### src/rtl/sag_pkg.sv
package sag_pkg;
    localparam int unsigned NUM_PHASES = 3;

    typedef enum logic [1:0] {
        TRK_IDLE = 2'd0,
        TRK_RUN  = 2'd1,
        TRK_HIT  = 2'd2
    } trk_state_e;
endpackage

### src/rtl/sag_phase_tracker.sv
module sag_phase_tracker
    import sag_pkg::*;
#(
    parameter int unsigned RMS_W = 24,
    parameter int unsigned THR_W = 16,
    parameter int unsigned CNT_W = 8
) (
    input  logic             clk,
    input  logic             rst_n,
    input  logic             strobe_i,
    input  logic [RMS_W-1:0] rms_i,
    input  logic [THR_W-1:0] thresh_i,
    input  logic [CNT_W-1:0] limit_i,
    output logic             detect_o
);
    localparam logic [CNT_W-1:0] CNT_MAX = {CNT_W{1'b1}};

    trk_state_e       state_q, state_d;
    logic [CNT_W-1:0] cnt_q, cnt_d, cnt_inc;
    logic             below, low_stb, hit;

    // Only the upper THR_W bits of the RMS word take part in the compare.
    assign below   = rms_i[RMS_W-1 -: THR_W] < thresh_i;
    assign low_stb = strobe_i && below;
    assign cnt_inc = (cnt_q == CNT_MAX) ? cnt_q : cnt_q + 1'b1;
    assign hit     = low_stb && (limit_i != '0) && (cnt_q != CNT_MAX)
                     && (cnt_inc == limit_i);

    // Next-state logic.
    always_comb begin
        state_d = state_q;
        cnt_d   = cnt_q;
        unique case (state_q)
            TRK_IDLE: begin
                if (low_stb) begin
                    state_d = hit ? TRK_HIT : TRK_RUN;
                    cnt_d   = cnt_inc;
                end
            end
            TRK_RUN: begin
                if (strobe_i) begin
                    if (!below) begin
                        state_d = TRK_IDLE;
                        cnt_d   = '0;
                    end else begin
                        state_d = hit ? TRK_HIT : TRK_RUN;
                        cnt_d   = cnt_inc;
                    end
                end
            end
            TRK_HIT: begin
                if (strobe_i) begin
                    if (!below) begin
                        state_d = TRK_IDLE;
                        cnt_d   = '0;
                    end else begin
                        cnt_d   = cnt_inc;
                    end
                end
            end
            default: begin
                state_d = TRK_IDLE;
                cnt_d   = '0;
            end
        endcase
    end

    // State register.
    always_ff @(posedge clk or negedge rst_n) begin
        if (!rst_n) begin
            state_q <= TRK_IDLE;
            cnt_q   <= '0;
        end else begin
            state_q <= state_d;
            cnt_q   <= cnt_d;
        end
    end

    // Outputs.
    always_comb begin
        detect_o = hit;
    end
endmodule

### src/rtl/sag_flag_bank.sv
module sag_flag_bank #(
    parameter int unsigned NPH = 3
) (
    input  logic           clk,
    input  logic           rst_n,
    input  logic [NPH-1:0] set_i,
    input  logic           clr_stb_i,
    input  logic [NPH-1:0] clr_mask_i,
    input  logic [NPH-1:0] irq_en_i,
    output logic [NPH-1:0] flag_o,
    output logic           irq_o
);
    logic [NPH-1:0] flag_q, clr_vec;
    logic           irq_q;

    assign clr_vec = clr_stb_i ? clr_mask_i : '0;

    // A new detection takes precedence over a clear on the same edge.
    always_ff @(posedge clk or negedge rst_n) begin
        if (!rst_n) begin
            flag_q <= '0;
            irq_q  <= 1'b0;
        end else begin
            flag_q <= (flag_q & ~clr_vec) | set_i;
            irq_q  <= |(flag_q & irq_en_i);
        end
    end

    assign flag_o = flag_q;
    assign irq_o  = irq_q;
endmodule

### src/rtl/sag_detector.sv
module sag_detector
    import sag_pkg::*;
#(
    parameter int unsigned RMS_W = 24,
    parameter int unsigned THR_W = 16,
    parameter int unsigned CNT_W = 8
) (
    input  logic                  clk,
    input  logic                  rst_n,
    input  logic [RMS_W-1:0]      rms_a_i,
    input  logic [RMS_W-1:0]      rms_b_i,
    input  logic [RMS_W-1:0]      rms_c_i,
    input  logic [NUM_PHASES-1:0] cyc_strobe_i,
    input  logic [THR_W-1:0]      sag_thresh_i,
    input  logic [CNT_W-1:0]      sag_cycles_i,
    input  logic [NUM_PHASES-1:0] irq_en_i,
    input  logic                  clr_stb_i,
    input  logic [NUM_PHASES-1:0] clr_mask_i,
    output logic [NUM_PHASES-1:0] sag_flag_o,
    output logic                  irq_o
);
    logic [RMS_W-1:0]      rms_arr [NUM_PHASES];
    logic [NUM_PHASES-1:0] detect;

    assign rms_arr[0] = rms_a_i;
    assign rms_arr[1] = rms_b_i;
    assign rms_arr[2] = rms_c_i;

    for (genvar p = 0; p < NUM_PHASES; p++) begin : g_phase
        sag_phase_tracker #(
            .RMS_W (RMS_W),
            .THR_W (THR_W),
            .CNT_W (CNT_W)
        ) u_trk (
            .clk      (clk),
            .rst_n    (rst_n),
            .strobe_i (cyc_strobe_i[p]),
            .rms_i    (rms_arr[p]),
            .thresh_i (sag_thresh_i),
            .limit_i  (sag_cycles_i),
            .detect_o (detect[p])
        );
    end

    sag_flag_bank #(
        .NPH (NUM_PHASES)
    ) u_flags (
        .clk        (clk),
        .rst_n      (rst_n),
        .set_i      (detect),
        .clr_stb_i  (clr_stb_i),
        .clr_mask_i (clr_mask_i),
        .irq_en_i   (irq_en_i),
        .flag_o     (sag_flag_o),
        .irq_o      (irq_o)
    );
endmodule

### config.mk
export PLATFORM = sky130hd
export DESIGN_NAME = sag_detector
export DESIGN_NICKNAME = d
export VERILOG_FILES = /design/src/rtl/sag_pkg.sv /design/src/rtl/sag_phase_tracker.sv /design/src/rtl/sag_flag_bank.sv /design/src/rtl/sag_detector.sv
export SDC_FILE = /design/constraint.sdc
export NUM_CORES = 1
export LEC_CHECK = 0
export BUFFER_PORTS_ARGS = -buffer_cell sky130_fd_sc_hd__buf_2
export CAP_MARGIN = 25
export CORE_UTILIZATION = 55
export DETAILED_ROUTE_END_ITERATION = 8
export HOLD_SLACK_MARGIN = 0.12
export PLACE_DENSITY = 0.82
export SETUP_SLACK_MARGIN = 0.1
export SYNTH_ARGS = -nofsm -noshare
export SYNTH_HDL_FRONTEND = slang
export SYNTH_HIERARCHICAL = 1
export SYNTH_SLANG_ARGS = --single-unit
### constraint.sdc
create_clock -name clk -period 3.2 [get_ports clk]
set_clock_uncertainty 0.2 [all_clocks]
set_input_delay 0.48 -clock clk [delete_from_list [all_inputs] [get_ports clk]]
set_output_delay 0.48 -clock clk [all_outputs]
set_load 0.01 [all_outputs]
**Word-level counts from Yosys, hierarchy flattened**

Cells that the tools add are included.

- Memories: 0
- Register bits: 34
- Latch bits: 0
- RAM bits: 0
- Word-level logic and storage cells: 111
- Bits in read-only memories: 0
- Output and inout bits: 4
- Bits of input ports: 108

- Order comparisons: 3
- Bitwise operators: 4
- Reductions and logical operators: 26
- Divide/modulo/power cells: 0
- $add $sub $neg: 3
- Multipliers: 0
- Eq/ne operators: 30
- Mux-type cells: 37
- Shift-type cells: 0

Operator list:

| kind | count |
|---|---|
| $mux W8 | 12 |
| $lt A16 B16 Y1 | 3 |
| $pmux W8 S2 | 3 |
| $mux W2 | 18 |
| $add A8 B1 Y8 const B | 3 |
| $eq A8 B8 Y1 | 3 |
| $eq A8 B8 Y1 const B | 3 |
| $ne A8 B8 Y1 const B | 3 |
| $ne A2 B2 Y1 const B | 9 |
| $pmux W2 S3 | 3 |
| $logic_and A1 B1 Y1 | 12 |
| $ne A2 B1 Y1 const B | 6 |
| $reduce_and A4 Y1 | 3 |
| $reduce_bool A8 Y1 | 1 |
| $and A3 B3 Y3 | 2 |
| $eq A2 B1 Y1 const B | 3 |
| $eq A2 B2 Y1 const B | 3 |
| $logic_not A2 Y1 | 3 |
| $reduce_and A2 Y1 | 3 |
| $reduce_or A2 Y1 | 3 |
| $mux W3 | 1 |
| $not A3 Y3 | 1 |
| $or A3 B3 Y3 | 1 |
| $reduce_or A3 Y1 | 1 |

**Logic depth before layout (Yosys ltp)**

Gate-level depths: netlist of run 1.

- Depth after elaboration: 9
- Mapped depth: 10
- Depth with buffers taken out: 9

**Cells and area by module**

Netlist of run 1, hierarchy kept.

Modules (own cells, without submodules):

| module | sequential area each (um^2) | instances | cells each | area each (um^2) |
|---|---|---|---|---|
| sag_phase_tracker (g_phase[1].u_trk ...) | 250.2 | 2 | 178 | 1405.1 |
| sag_phase_tracker (g_phase[0].u_trk) | 250.2 | 1 | 164 | 1321.3 |
| sag_flag_bank | 100.1 | 1 | 12 | 147.6 |

**Least setup slack after synthesis of run 1**

OpenSTA, ideal clock, no wires.

- Kind: input to register
- Start point: input sag_thresh_i[1]
- End point: register g_phase[0].u_trk.cnt_q[0]
- Path buffers: 0
- Library setup time: 0.125 ns
- Stages: 8
- Setup slack: 0.490 ns
- Required time: 2.875 ns
- Data arrival time: 2.385 ns
- Cells stage by stage: inv_1 ha_1 a2111oi_4 nor3_1 a2111o_1 a21oi_4 a21bo_1 mux2_4

- Word-level cells in the longest chain between the ends: 4
- Elaborated cells between the ends (all ways): 7
- Those cells by class: 1 x order compare; 1 x eq/ne; 3 x mux; 2 x reduce/logical

Ends and longest elaborated chain:

| what | RTL line | source |
|---|---|---|
| start: declaration | sag_detector.sv:14 | `input logic [THR_W-1:0] sag_thresh_i,` |
| $lt A16 B16 Y1 * | sag_phase_tracker.sv:23 | `assign below = rms_i[RMS_W-1 -: THR_W] < thresh_i;` |
| $mux W8 / $logic_and A1 B1 Y1 (equally long branches) | sag_phase_tracker.sv:42, sag_phase_tracker.sv:53, sag_phase_tracker.sv:24 |  |
| $mux W8 / $ne A2 B1 Y1 (equally long branches) | - |  |
| $pmux W8 S2 / $reduce_and A2 Y1 (equally long branches) | - |  |
| end signal: assignment | sag_phase_tracker.sv:75 | `cnt_q <= cnt_d;` |
| end: declaration | sag_phase_tracker.sv:19 | `logic [CNT_W-1:0] cnt_q, cnt_d, cnt_inc;` |

Every way passes the cells marked *; elsewhere a longest branch is shown, timed or not. The select of a mux whose other input is x is not followed.
A chain may end at the register's enable or synchronous reset.

**Final worst setup path of run 1**

- Start point: register g_phase[0].u_trk.cnt_q[0]
- End point: register u_flags.flag_q[0] (netlist: u_flags/flag_o[0])

- Word-level cells in the longest chain between the ends: 5
- Elaborated cells between the ends (all ways): 8
- Those cells by class: 1 x add/sub; 3 x eq/ne; 1 x mux; 1 x bitwise; 2 x reduce/logical

Ends and longest elaborated chain:

| what | RTL line | source |
|---|---|---|
| $add A8 B1 Y8 / $eq A8 B8 Y1 (equally long branches) | sag_phase_tracker.sv:25 | `assign cnt_inc = (cnt_q == CNT_MAX) ? cnt_q : cnt_q + 1'b1;` |
| $mux W8 | sag_phase_tracker.sv:25 |  |
| $eq A8 B8 Y1 | sag_phase_tracker.sv:27 | `&& (cnt_inc == limit_i);` |
| $logic_and A1 B1 Y1 * | sag_phase_tracker.sv:27 |  |
| net detect[0] | sag_detector.sv:23 | `logic [NUM_PHASES-1:0] detect;` |
| $or A3 B3 Y3 * | sag_flag_bank.sv:24 | `flag_q <= (flag_q & ~clr_vec) \| set_i;` |
| end signal: assignment | sag_flag_bank.sv:24 |  |
| end: declaration | sag_flag_bank.sv:13 | `logic [NPH-1:0] flag_q, clr_vec;` |

The timed path passes the listed nets; every way through them passes the cells marked *.

==> results of run 1 <==
-- final cells by class --
class,count,area (sq um),area share [%]
Sequential cell,34,851,17.8
Clock buffer,7,76.3,1.60
Timing Repair Buffer,92,475,9.96
Inverter,58,218,4.56
Tap cell,99,124,2.60
Multi-Input combinational cell,414,3030,63.5
-- kinds of logic (layout without fill, tap and decap cells) --
logic type,after synthesis,after routing,synth area share (%)
AO/OA/AOI/OAI,126,126,20.9
adder cells (fa/ha/maj),60,60,17.5
XOR/XNOR,21,21,4.30
multiplexers,6,6,1.55
buffers and inverters,84,157,9.50
AND/OR/NAND/NOR,201,201,26.3
flip-flops,34,34,19.9
-- through the flow --
step	total power [W]	cell area [sq um]	utilization [%]	std cells	setup slack, ps
2_1_floorplan	0.00125	4280	-	532	490
6_report	0.00178	4770	64.8	704	309
3_5_place_dp	0.00148	4680	63.5	696	173
4_1_cts	0.00179	4770	64.7	704	208
5_1_grt	0.00194	4770	64.8	704	182
3_3_place_gp	0.00142	4680	63.5	696	219
-- per-layer routing --
| metal | vias to the layer above | track usage, % |
|---|---|---|
| met3 | 19 | 4.23 |
| met2 | 155 | 47.8 |
| met5 | - | 0 |
| met4 | 0 | 7.80 |
| li1 | 2077 | - |
| met1 | 2007 | 35.1 |
-- how the worst max path moves through the flow --
stage                                         start                         to  slack, ps  cells after the start
after global placement              sag_thresh_i[1]  g_phase[0].u_trk/cnt_q[4]        220                     10
final                     g_phase[0].u_trk/cnt_q[0]          u_flags/flag_o[0]        310                      9
after CTS                 g_phase[0].u_trk/cnt_q[0]          u_flags/flag_o[0]        210                      8
after global routing      g_phase[0].u_trk/cnt_q[0]          u_flags/flag_o[0]        180                      8
after detailed placement           sag_thresh_i[15]  g_phase[1].u_trk/cnt_q[4]        170                     10
after floorplan                     sag_thresh_i[1]  g_phase[0].u_trk/cnt_q[0]        490                      8
-- power breakdown --
part | internal, W | leakage [nW] | switching, W
logic | 0.000384 | 1.91 | 0.000497
clock network | 0.000150 | 0.0383 | 0.000156
registers | 0.000489 | 0.465 | 0.000108
-- worst min-delay path, cell delays in order --
cell and delay, ps:
buf_2 80, a222oi_1 50, inv_1 50
-- placed cells by master (no fill, tap or decap), types with 6 or more instances in the layout --
master / synthesis / routed
nand3_1: 17 / 17
nor4_1: 7 / 7
ha_1: 60 / 60
a21oi_1: 39 / 39
or4_1: 6 / 6
buf_2: 7 / 87
xor2_1: 8 / 8
o21ai_0: 19 / 19
inv_1: 56 / 56
a21o_1: 11 / 11
dfrtp_1: 34 / 34
and3_1: 9 / 9
nand4_1: 14 / 14
a211oi_1: 8 / 8
nor2_1: 32 / 32
nor3_1: 30 / 30
or3_1: 8 / 8
o22a_1: 10 / 10
xnor2_1: 13 / 13
nand2_1: 37 / 37
-- state kept, by name (all words and copies together), names as in the netlist --
signal and count:
g_phase.u_trk/state_q 6, u_flags/flag_o 3, u_flags/irq_o 1, g_phase.u_trk/cnt_q 24
-- repair_timing --
action | 4_1_cts | 5_1_grt
endpoints found under the setup margin | 0 | 2
hold buffers | 1 | 0
endpoints found under the hold margin | 34 | 0
resized for setup | 0 | 2
==> impl_results.md, run 1 <==
* Status: completed
* Vias in the first global route at about 4100
* Least-Margin Pin Slew at about 780 ps
* Final Hold Vio Count at 0
* GRT overflow at 0
* Wire per inst at ~15 microns
* CTS buffer count at 5
* Post-DRT Antenna Nets at 0
* Drt first pass iters at 5
* CTS tree: built
* Crit end category: flop
* R2R depth at 9
* Syn nets at 700
* Critical path fanouts, max at 8
* CTS clk-pin slew, worst paths at about 70 ps
* Crit-path max cell delay at between 400 and 500 ps
* TritonCTS Sinks at 34
* Worst hold margin at approximately 190 ps
* Die area at between 0.008 and 0.009 sq mm
* Port Buffer Count at between 80 and 90
* Maxcap violations at 0
* Synth Flop Type: dfrtp_1
* Vias per cell at slightly above 6
* RSZ-0062 raised after global routing: no
* Syn avg cell area at around 8 sq um
* Remaining DRCs at 0
* Fill cells at between 600 and 700
* Top cells by count, synth: ha_1 (60), inv_1 (56), a21oi_1 (39)
* Routed WL at 10500 microns
* Largest net degree at the start of global routing at 35
* Hold Crit Class: input pin to flop
* Top routing layer used: met4
* Synthesized netlist cell count at 532
* Ant diodes at 0
* Synth top area share at around a fifth
* Fmax at ~350 MHz
* Cell Area, Synth at 0.00428 sq mm
* First-pass GRT wire length at 18600 microns
* Hold Path End: u_flags/irq_o
* Setup_tns at 0 ps
* Post-DP HPWL at about 8400 microns
* CORE AREA at between 0.007 and 0.008 sq mm
* Synth top area cells: dfrtp_1 (20%), ha_1 (18%), inv_1 (4.9%), a21oi_1 (4.6%), nor3_1 (3.5%)
* Skew-Pair Late Insertion Delay at between 200 and 300 ps
* Cell taking the most area after synthesis: dfrtp_1
* Via Count at between 4000 and 5000
* Fin crit period at 2890 ps
* Synth Warn # at 6
* Peak supply drop at around 0.26 mV
* Seq/Total Area, Yosys at between 10% and 20%
* Final setup violation count at 0
* Row count at 31
* Initial Util at between 50% and 60%
* Count leader, synth: ha_1
* Root buffer cell: clkbuf_8
* CP Data Arrival Time at 2920 ps
* R2R Setup Slk at between 300 and 400 ps
* Worst hold start: irq_en_i[2]
* Die W at around 90 microns
* Hold Crit Depth at 3
* I/O pins at around 110
* Crit path buffers/inverters at 0
* Bufs on Longest Clock Path at 2
* Met1 wire length at 4700 microns
* Layout area overhead at 11.5%
* Fin crit share at between 90% and 100%
* Iteration-0 DRC Markers at between 200 and 300
* R2R Path End: u_flags/flag_o[0]
* Pleak at between 2 and 2.5 nW
* Cell Chain, Critical Path: ha_1 -> and4_1 -> a21oi_1 -> o21ai_0 -> o311ai_0 -> a2111oi_1 -> nand3_1 -> nor3_1 -> a21o_1
* Required time worst endpoint at about 3200 ps
* Tot GR Track Use at 27.5%
* Fraction of registers with async set/reset at 100%
* Post-CTS Setup Bufs at 0
* Synth Register Bits at 34
* Final net count at roughly 770
* Layout cells sized above 1 at 19.8%
* Reg-to-Reg Start: g_phase[0].u_trk/cnt_q[0]
* Initial antenna violation count at 0
* Metal3 WL at 560 microns
* Die H at approximately 90 microns
* Synth cell types at 66
* Worst slew margin at 48.0%
* Gpl congestion at 0.922
* Post-synth EDFFs at 0
* H-Tree Depth at 2
* Slew Limit Fails at 0
* CP max stage cell: dfrtp_1
* Metal2 WL at a little over 5000 microns
* Worst Setup Start Kind: flop
* WS Path Type: flop to flop
* P per Cell Area at 374 mW/mm^2
* CP top delay family: compound AO/OA/AOI/OAI gates
Power figures use the tool's default switching activity.
==> run 2: changes to the inputs <==
--- a/config.mk
+++ b/config.mk
@@ -5,12 +5,13 @@
 export SDC_FILE = /design/constraint.sdc
 export NUM_CORES = 1
 export LEC_CHECK = 0
+export ABC_CLOCK_PERIOD_IN_PS = 3200
 export BUFFER_PORTS_ARGS = -buffer_cell sky130_fd_sc_hd__buf_2
 export CAP_MARGIN = 25
-export CORE_UTILIZATION = 55
+export CORE_UTILIZATION = 45
 export DETAILED_ROUTE_END_ITERATION = 8
 export HOLD_SLACK_MARGIN = 0.12
-export PLACE_DENSITY = 0.82
+export PLACE_DENSITY = 0.69
 export SETUP_SLACK_MARGIN = 0.1
 export SYNTH_ARGS = -nofsm -noshare
 export SYNTH_HDL_FRONTEND = slang
==> impl_results.md, run 2 (same netlist as run 1, synthesis figures left out) <==
* Remaining DRCs at 0
* I/O pins at about 110
* CP Data Arrival Time at 2900 ps
* Biggest register: g_phase.u_trk/cnt_q
* Root buffer cell: clkbuf_8
* Die H at about 100 microns
* Fin crit period at roughly 2900 ps
* Wire per inst at 14.3 microns
* H-Tree Depth at 2
* Post-DP HPWL at 8500 microns
* R2R Setup Slk at between 300 and 400 ps
* Status: completed
* Layout cells sized above 1 at between 20 and 25%
* Worst slew margin at 47.2%
* Slew Limit Fails at 0
* Row count at 35
* Drt first pass iters at 4
* Most frequent cells in the layout: buf_2 (87), ha_1 (59), inv_1 (56)
* Peak supply drop at ~0.31 mV
* Post-DRT Antenna Nets at 0
* Least-Margin Pin Slew at ~790 ps
* Required time worst endpoint at 3230 ps
* Largest net degree at the start of global routing at 35
* Hold Crit Class: input pin to flop
* Via Count at approximately 4200
* Ant diodes at 0
* Final net count at 775
* Critical path fanouts, max at 8
* Bufs on Longest Clock Path at 2
* CTS buffer count at 5
* P per Cell Area at 367 mW/mm^2
* Initial antenna violation count at 0
* Worst Setup Start Kind: flop
* GRT overflow at 0
* Die area at roughly 0.01 sq mm
* CTS tree: built
* Iteration-0 DRC Markers at between 150 and 200
* Crit end category: flop
* Final Hold Vio Count at 0
* WS Path Type: flop to flop
* Die W at 99.5 microns
* Gpl congestion at between 0.8 and 0.9
* Layout area overhead at 13.1%
* Fmax at about 350 MHz
* Max reg flops at 24
* Fin crit share at between 80% and 90%
* Post-CTS Setup Bufs at 0
* First-pass GRT wire length at 18000 microns
* Skew-Pair Late Insertion Delay at 280 ps
* Routed WL at roughly 11000 microns
* Maxcap violations at 0
* Pleak at around 2.4 nW
* Port Buffer Count at 87
* CTS clk-pin slew, worst paths at ~70 ps
* Leading cell type in the layout, fill and taps excluded: buf_2
* TritonCTS Sinks at 34
* Vias per cell at around 5.7
* Vias in the first global route at slightly below 4000
* CORE AREA at between 0.009 and 0.01 sq mm
* RSZ-0062 raised after global routing: no
* Initial Util at between 40% and 50%
* Tot GR Track Use at 22.4%
* Final setup violation count at 0
* Setup_tns at 0 ps
* Worst hold margin at about 210 ps
-- run 2: cell types whose count changed in the layout (fill, tap and decap cells not counted) --
cell       previous run  this run
buf_12                0         1
a2111oi_0             2         3
ha_1                 60        59
ha_2                  0         1
buf_4                 4         5
a2111oi_1             1         0
-- run 2: cell type report --
| class | instances | area [sq um] |
|---|---|---|
| Fill cell | 906 | 4400 |
| Multi-Input combinational cell | 414 | 3030 |
| Sequential cell | 34 | 851 |
| Timing Repair Buffer | 94 | 503 |
| Inverter | 58 | 218 |
| Tap cell | 129 | 161 |
| Clock buffer | 7 | 76.3 |
-- run 2: worst paths after layout --
kind,to,depth (start not counted),startpoint
max,u_flags/flag_o[0],11,g_phase[0].u_trk/cnt_q[1]
max reg2reg,u_flags/flag_o[0],11,g_phase[0].u_trk/cnt_q[1]
min reg2reg,u_flags/flag_o[0],1,u_flags/flag_o[0]
min,u_flags/irq_o,3,irq_en_i[2]
min in group asynchronous,g_phase[1].u_trk/state_q[0],2,rst_n
max in group asynchronous,g_phase[0].u_trk/cnt_q[6],2,rst_n
-- run 2: repair_timing --
action / CTS / global route
gates resized for setup: 0 / 2
setup endpoints to repair: 0 / 1
endpoints found under the hold margin: 34 / 0
hold buffers: 1 / 0
-- run 2: power by group --
| part | internal, W | total (W) | switching [W] |
|---|---|---|---|
| Clock | 0.000150 | 0.000302 | 0.000152 |
| Combinational | 0.000394 | 0.000882 | 0.000488 |
| Sequential | 0.000489 | 0.000593 | 0.000104 |
-- run 2: per-layer routing --
metal	vias to the layer above	track usage (%)	part of all wire, %
met5	-	0	0
met4	0	4.86	1.3
met3	14	4.22	5.5
met2	114	39.4	47
met1	1960	28.5	46
li1	2087	-	-
-- run 2: critical path, cell delays in order, from the launching register on --
cell and delay [ps]:
dfrtp_1 440, ha_2 310, and4_1 300, a21oi_1 100, o21ai_0 150, o311ai_0 140
a2111oi_0 450, buf_4 200, nand3_1 110, nor3_1 190, buf_4 150, a21o_1 80
-- run 2: through the flow --
stage,cells,power (W),instance area (sq um),setup slack (ps),util [%]
finish,736,0.00178,4840,329,52.4
global route,736,0.00194,4840,147,52.4
CTS,736,0.00178,4830,176,52.3
detailed placement,728,0.00147,4740,207,51.3
global placement,728,0.00143,4740,149,51.3
floorplan,532,0.00125,4280,490,-
